[config.mk]
export PLATFORM = sky130hd
export DESIGN_NAME = head_step_timer
export DESIGN_NICKNAME = d
export VERILOG_FILES = /design/src/rtl/hst_pkg.sv /design/src/rtl/hst_step_gen.sv /design/src/rtl/hst_head_ctl.sv /design/src/rtl/head_step_timer.sv
export SDC_FILE = /design/constraint.sdc
export NUM_CORES = 1
export LEC_CHECK = 0
export BUFFER_PORTS_ARGS = -buffer_cell sky130_fd_sc_hd__buf_2
export CELL_PAD_IN_SITES_DETAIL_PLACEMENT = 0
export CELL_PAD_IN_SITES_GLOBAL_PLACEMENT = 1
export CORE_MARGIN = 2
export CORE_UTILIZATION = 48
export DETAILED_ROUTE_END_ITERATION = 16
export PLACE_DENSITY = 0.9
export SYNTH_ARGS = -nofsm -noshare
export SYNTH_HDL_FRONTEND = slang
export SYNTH_SLANG_ARGS = --single-unit
[constraint.sdc]
create_clock -name clk -period 5.23 [get_ports clk]
set_input_delay 1.046 -clock clk [delete_from_list [all_inputs] [get_ports clk]]
set_output_delay 1.046 -clock clk [all_outputs]
set_load 0.005 [all_outputs]
[src/rtl/hst_pkg.sv]
package hst_pkg;
  localparam int FIELD_W   = 4;
  localparam int RATE_W    = 2;
  localparam int TICK_BASE = 8;
  localparam int TICK_SH   = $clog2(TICK_BASE);
  localparam int CNT_W     = TICK_SH + (2**RATE_W - 1) + FIELD_W + 1;

  typedef logic [CNT_W-1:0]   clk_cnt_t;
  typedef logic [FIELD_W-1:0] code_t;
  typedef logic [RATE_W-1:0]  rate_t;

  // ticks to clocks: a tick is TICK_BASE << rate clocks
  function automatic clk_cnt_t ticks_to_clk(clk_cnt_t ticks, rate_t r);
    return ticks << (TICK_SH + int'(r));
  endfunction

  function automatic clk_cnt_t step_ticks(code_t v);
    return clk_cnt_t'(2**FIELD_W) - clk_cnt_t'(v);
  endfunction

  function automatic clk_cnt_t first_ticks(code_t v);
    return (step_ticks(v) + clk_cnt_t'(1)) >> 1;
  endfunction

  // hold delays: code 0 stands for the full range
  function automatic clk_cnt_t hold_ticks(code_t v);
    return (v == '0) ? clk_cnt_t'(2**FIELD_W) : clk_cnt_t'(v);
  endfunction
endpackage

[src/rtl/hst_step_gen.sv]
module hst_step_gen
  import hst_pkg::*;
#(
  parameter int COUNT_W = 8
) (
  input  logic               clk,
  input  logic               rst_n,
  input  rate_t              rate_sel,
  input  code_t              step_code,
  input  logic               seek_go,
  input  logic [COUNT_W-1:0] seek_count,
  output logic               step_out,
  output logic               seek_done
);
  clk_cnt_t           cnt;
  logic [COUNT_W-1:0] left;
  logic               busy;
  logic               last_q;

  wire      fire      = busy && (cnt == clk_cnt_t'(1));
  wire      start     = seek_go && !busy;
  clk_cnt_t first_clk;
  clk_cnt_t intv_clk;

  assign first_clk = ticks_to_clk(first_ticks(step_code), rate_sel);
  assign intv_clk  = ticks_to_clk(step_ticks(step_code), rate_sel);

  always_ff @(posedge clk) begin
    if (!rst_n) begin
      cnt       <= '0;
      left      <= '0;
      busy      <= 1'b0;
      last_q    <= 1'b0;
      step_out  <= 1'b0;
      seek_done <= 1'b0;
    end else begin
      step_out  <= fire;
      seek_done <= last_q;
      last_q    <= 1'b0;
      if (start) begin
        if (seek_count == '0) begin
          seek_done <= 1'b1;
        end else begin
          busy <= 1'b1;
          cnt  <= first_clk;
          left <= seek_count;
        end
      end else if (busy) begin
        if (fire) begin
          if (left == COUNT_W'(1)) begin
            busy   <= 1'b0;
            cnt    <= '0;
            last_q <= 1'b1;
          end else begin
            cnt  <= intv_clk;
            left <= left - COUNT_W'(1);
          end
        end else begin
          cnt <= cnt - clk_cnt_t'(1);
        end
      end
    end
  end


  step_width_chk: assert property (@(posedge clk) disable iff (!rst_n)
    step_out |=> !step_out);


  done_idle_chk: assert property (@(posedge clk) disable iff (!rst_n)
    seek_done |-> !busy);


  no_restart_chk: assert property (@(posedge clk) disable iff (!rst_n)
    (busy && !fire) |=> (left == $past(left)));
endmodule

[src/rtl/hst_head_ctl.sv]
module hst_head_ctl
  import hst_pkg::*;
(
  input  logic  clk,
  input  logic  rst_n,
  input  rate_t rate_sel,
  input  code_t load_code,
  input  code_t unload_code,
  input  logic  load_go,
  input  logic  exec_end,
  output logic  head_load,
  output logic  rw_ready
);
  clk_cnt_t load_cnt;
  clk_cnt_t unload_cnt;
  clk_cnt_t load_clk;
  clk_cnt_t unload_clk;

  assign load_clk   = ticks_to_clk(hold_ticks(load_code), rate_sel);
  assign unload_clk = ticks_to_clk(hold_ticks(unload_code), rate_sel);

  wire unload_expire = (unload_cnt == clk_cnt_t'(1));

  always_ff @(posedge clk) begin
    if (!rst_n) begin
      load_cnt   <= '0;
      unload_cnt <= '0;
      head_load  <= 1'b0;
      rw_ready   <= 1'b0;
    end else begin
      rw_ready <= 1'b0;
      if (load_go) begin
        head_load  <= 1'b1;
        load_cnt   <= load_clk;
        unload_cnt <= '0;
      end else begin
        if (load_cnt != '0) begin
          if (load_cnt == clk_cnt_t'(1)) rw_ready <= 1'b1;
          load_cnt <= load_cnt - clk_cnt_t'(1);
        end
        if (exec_end) begin
          unload_cnt <= unload_clk;
        end else if (unload_cnt != '0) begin
          unload_cnt <= unload_cnt - clk_cnt_t'(1);
          if (unload_expire) begin
            head_load <= 1'b0;
            load_cnt  <= '0;
            rw_ready  <= 1'b0;
          end
        end
      end
    end
  end


  ready_loaded_chk: assert property (@(posedge clk) disable iff (!rst_n)
    rw_ready |-> head_load);


  load_rise_chk: assert property (@(posedge clk) disable iff (!rst_n)
    load_go |=> head_load);


  drop_cause_chk: assert property (@(posedge clk) disable iff (!rst_n)
    $fell(head_load) |-> $past(unload_expire));
endmodule

[src/rtl/head_step_timer.sv]
module head_step_timer
  import hst_pkg::*;
#(
  parameter int COUNT_W = 8
) (
  input  logic               clk,
  input  logic               rst_n,
  input  logic [RATE_W-1:0]  rate_sel,
  input  logic               cfg_we,
  input  logic [FIELD_W-1:0] cfg_step,
  input  logic [FIELD_W-1:0] cfg_unload,
  input  logic [FIELD_W-1:0] cfg_load,
  input  logic               cfg_nodma,
  output logic               cfg_err,
  input  logic               seek_go,
  input  logic [COUNT_W-1:0] seek_count,
  output logic               step_out,
  output logic               seek_done,
  input  logic               load_go,
  input  logic               exec_end,
  output logic               head_load,
  output logic               rw_ready
);
  code_t step_q, unload_q, load_q;

  wire cfg_accept = cfg_we && !cfg_nodma;
  wire cfg_refuse = cfg_we && cfg_nodma;

  always_ff @(posedge clk) begin
    if (!rst_n) begin
      step_q   <= '0;
      unload_q <= '0;
      load_q   <= '0;
      cfg_err  <= 1'b0;
    end else begin
      cfg_err <= cfg_refuse;
      if (cfg_accept) begin
        step_q   <= cfg_step;
        unload_q <= cfg_unload;
        load_q   <= cfg_load;
      end
    end
  end

  hst_step_gen #(.COUNT_W(COUNT_W)) u_step (
    .clk       (clk),
    .rst_n     (rst_n),
    .rate_sel  (rate_sel),
    .step_code (step_q),
    .seek_go   (seek_go),
    .seek_count(seek_count),
    .step_out  (step_out),
    .seek_done (seek_done)
  );

  hst_head_ctl u_head (
    .clk        (clk),
    .rst_n      (rst_n),
    .rate_sel   (rate_sel),
    .load_code  (load_q),
    .unload_code(unload_q),
    .load_go    (load_go),
    .exec_end   (exec_end),
    .head_load  (head_load),
    .rw_ready   (rw_ready)
  );


  err_cause_chk: assert property (@(posedge clk) disable iff (!rst_n)
    cfg_err |-> $past(cfg_we && cfg_nodma));


  refused_keep_chk: assert property (@(posedge clk) disable iff (!rst_n)
    cfg_err |-> ($stable(step_q) && $stable(load_q) && $stable(unload_q)));
endmodule

==> key figures <==
Detailed routing
  • DR iter-0 viols: around 370
  • DRC Markers: 0
  • Routed vias/inst: around 6.1
  • Pre-antenna DRT Iters: 4
  • Avg WL per Cell: approximately 16 µm
  • Antenna-violating nets left: 0
  • Vias post-DR: between 4000 and 5000
  • Drt total wl: between 10000 and 15000 µm

Timing
  • Max-slew headroom: between 20% and 30%
  • Slew Viols, Final: 0
  • Final Skew: ~0.0096 ns
  • RSZ-0062 raised after global routing: false
  • Final Hold Fails: 0
  • Final Cycle Share: 71.0%
  • Final setup fails: 0
  • Setup TNS: 0 ns
  • Final min period: around 3.7 ns
  • Highest clock rate: between 200 and 300 MHz
  • Slew @ Worst Pin: 1.07 ns
  • Setup WS post-layout: 1.52 ns

Worst hold path
  • Hold WC Path Type: register to register
  • Hold Path Depth: 2

Floorplanning
  • FP Rows: 33
  • Core Box Area: 0.00822 mm²
  • Num ports: 34
  • Die X: roughly 96 µm
  • Die height: 96.2 µm
  • Die area: about 0.0092 mm²
  • Initial Util: a little under 50%

GRT
  • Total global routing overflow: 0
  • Vias in the first global route: about 3700
  • Initial antenna violation count: 0
  • First-pass GRT wire length: around 18000 µm
  • Gr usage total: 24.8%
  • Largest net degree at the start of global routing: 36

Critical path
  • FF-to-FF End: u_step.cnt[0]$_SDFFE_PN0P_
  • CP Capture Type: register
  • Crit-path max FO: 34
  • Setup crit start: rate_sel[0]
  • Crit path kind: input pin to register
  • WP data arrival: ~4 ns
  • Critical path launch point type: input pin
  • R2r startpoint: u_step.busy$_SDFFE_PN0P_
  • Critical Path RT: around 5.5 ns
  • FF-to-FF path depth: 5
  • R2r setup slk: 2.47 ns
  • Crit path capture: u_step.cnt[4]$_SDFFE_PN0P_

Placed design
  • Placed cell area: about 0.0043 mm²
  • Placer Congestion: 0.953
  • Pre-CTS setup slack: 1.24 ns
  • Post-Place Cells: about 650
  • Port Buffers: 33
  • Dpl hpwl: between 7000 and 8000 µm

Yosys
  • EDFF count, synth: 0
  • Number of synthesized register bits: 60
  • Synth Flop Type: dfxtp_1
  • Synth warn: 0
  • Net Count, Synth: between 500 and 600
  • Post-Syn Instances: between 500 and 600
  • Ys async rst share: 0%
  • Post-Syn Area per Cell: between 7 and 8 µm²
  • Post-Syn Area: around 0.004 mm²
  • Seq/Total Area, Yosys: between 20 and 30%
  • Netlist cell types: between 60 and 70

Clocking
  • Setup Buffers After CTS: 0
  • CTS tree: built
  • Htree depth: 3
  • Hold-fix buffers, CTS: 0
  • Clock-pin slew on the worst setup and hold paths: 0.07 ns
  • Total CTS buffers: 9
  • Clk_lat worst skew: around 0.35 ns
  • Clk buf depth: 2
  • Post-CTS sizing: 0
  • Root Driver: clkbuf_8
  • CTS sink cnt: 60

Finish
  • Area delta synth->final: 9.91%
  • Most common cell after layout, fill and taps aside: nand2_1
  • ANT cells: 0
  • Fill count: between 700 and 800
  • Share of cells above drive strength 1: a little under an eighth
  • Most frequent cells in the layout: nand2_1, dfxtp_1, nor2_1
  • Final instance area: about 0.0045 mm²
  • Final non-filler cell total: approximately 660
  • Net count, final: 595

Power and ir drop
  • Peak VDD IR: ~190 µV
  • Leak: roughly 0.0017 µW
  • Pwr dens: ~390 mW/mm²

Run
  • Max cap viols: 0

Status
  • Outcome: complete, no violations
[cells in the mapped netlist, types with 4 or more instances]
cell | number | area share (%)
o21ai_0 | 29 | 3.6
nand3_1 | 14 | 1.7
nor3b_1 | 4 | 0.74
nand2_1 | 72 | 6.6
xor2_1 | 9 | 1.9
buf_2 | 4 | 0.49
nor4_1 | 13 | 2.0
dfxtp_1 | 60 | 29
a22oi_1 | 6 | 1.1
clkbuf_1 | 24 | 2.2
a31oi_1 | 15 | 2.3
o21ai_1 | 6 | 0.74
inv_1 | 15 | 1.4
nand2b_1 | 8 | 1.2
and3_1 | 6 | 0.92
a21oi_1 | 41 | 5.0
nor3_1 | 17 | 2.1
o22ai_1 | 7 | 1.1
o32ai_1 | 4 | 0.86
ha_1 | 13 | 4.0
or4_1 | 10 | 1.8
mux2i_1 | 12 | 2.9
a211oi_1 | 12 | 2.2
xnor2_1 | 19 | 4.1
nor2b_1 | 6 | 0.92
mux2_2 | 8 | 2.2
nor2_1 | 49 | 4.5
[metrics by stage]
step           power (µW)  util [%]  hold slack, ns
3_3_place_gp         1280      51.8           0.423
6_report             1770      54.5           0.450
3_5_place_dp         1290      51.8           0.440
2_1_floorplan        1140         -           0.416
4_1_cts              1770      54.5           0.456
5_1_grt              1880      54.5           0.501
[power by group]
| group | leakage (µW) | internal (µW) | switching, µW | total [µW] |
|---|---|---|---|---|
| Clock | 0.000116 | 281 | 194 | 475 |
| Combinational | 0.00114 | 304 | 391 | 695 |
| Sequential | 0.000492 | 521 | 77.5 | 599 |
[kinds of logic after synthesis]
family                   count (synthesis)  share of synthesized area, %
AND/OR/NAND/NOR                        220                          27.2
AO/OA/AOI/OAI                          147                          22.6
flip-flops                              60                          29.5
buffers and inverters                   50                          5.00
XOR/XNOR                                29                          6.57
multiplexers                            20                          5.16
adder cells (fa/ha/maj)                 13                          3.99
[state kept, by name, summed over array words and instances, names as in the netlist]
signal	count
cfg_err	1
load_q	4
step_q	4
u_head.head_load	1
u_head.load_cnt	11
u_head.rw_ready	1
u_head.unload_cnt	11
u_step.busy	1
u_step.cnt	11
u_step.last_q	1
u_step.left	8
u_step.seek_done	1
u_step.step_out	1
unload_q	4
[worst max-delay path: stages]
cell       delay (ns)
buf_2            0.37
inv_2            0.22
ha_1             1.06
nor2b_1          0.14
a211oi_1         0.25
a21oi_1          0.08
a2111oi_0        0.49
nor3_1           0.10
a211oi_1         0.23
[worst min-delay path by stage]
stage,start,endpoint,slack (ns)
after floorplan,u_step.last_q$_SDFF_PP0_,u_step.seek_done$_SDFF_PN0_,0.42
after global placement,u_step.last_q$_SDFF_PP0_,u_step.seek_done$_SDFF_PN0_,0.42
after detailed placement,u_step.last_q$_SDFF_PP0_,u_step.seek_done$_SDFF_PN0_,0.44
after CTS,u_step.last_q$_SDFF_PP0_,u_step.seek_done$_SDFF_PN0_,0.46
after global routing,u_step.last_q$_SDFF_PP0_,u_step.seek_done$_SDFF_PN0_,0.50
final,u_step.last_q$_SDFF_PP0_,u_step.seek_done$_SDFF_PN0_,0.45
[routing by layer]
| layer | vias to the layer above | part of all wire [%] | GRT usage [%] |
|---|---|---|---|
| met5 | - | 0 | 0 |
| met3 | 19 | 6.0 | 4.54 |
| li1 | 2002 | - | - |
| met1 | 1875 | 49 | 36.3 |
| met4 | 0 | 2.0 | 9.40 |
| met2 | 140 | 43 | 35.9 |
[area by class of cell]
cell class | count | area [µm²] | share of cell area [%]
inverters | 17 | 63.8 | 1.42
flip-flops and latches | 60 | 1200 | 26.8
well taps | 105 | 131 | 2.93
clock inverters | 6 | 87.6 | 1.95
clock buffers | 10 | 138 | 3.07
multi-input cells | 429 | 2670 | 59.6
repair buffers | 36 | 188 | 4.19
(Power assumes the default switching activity.)
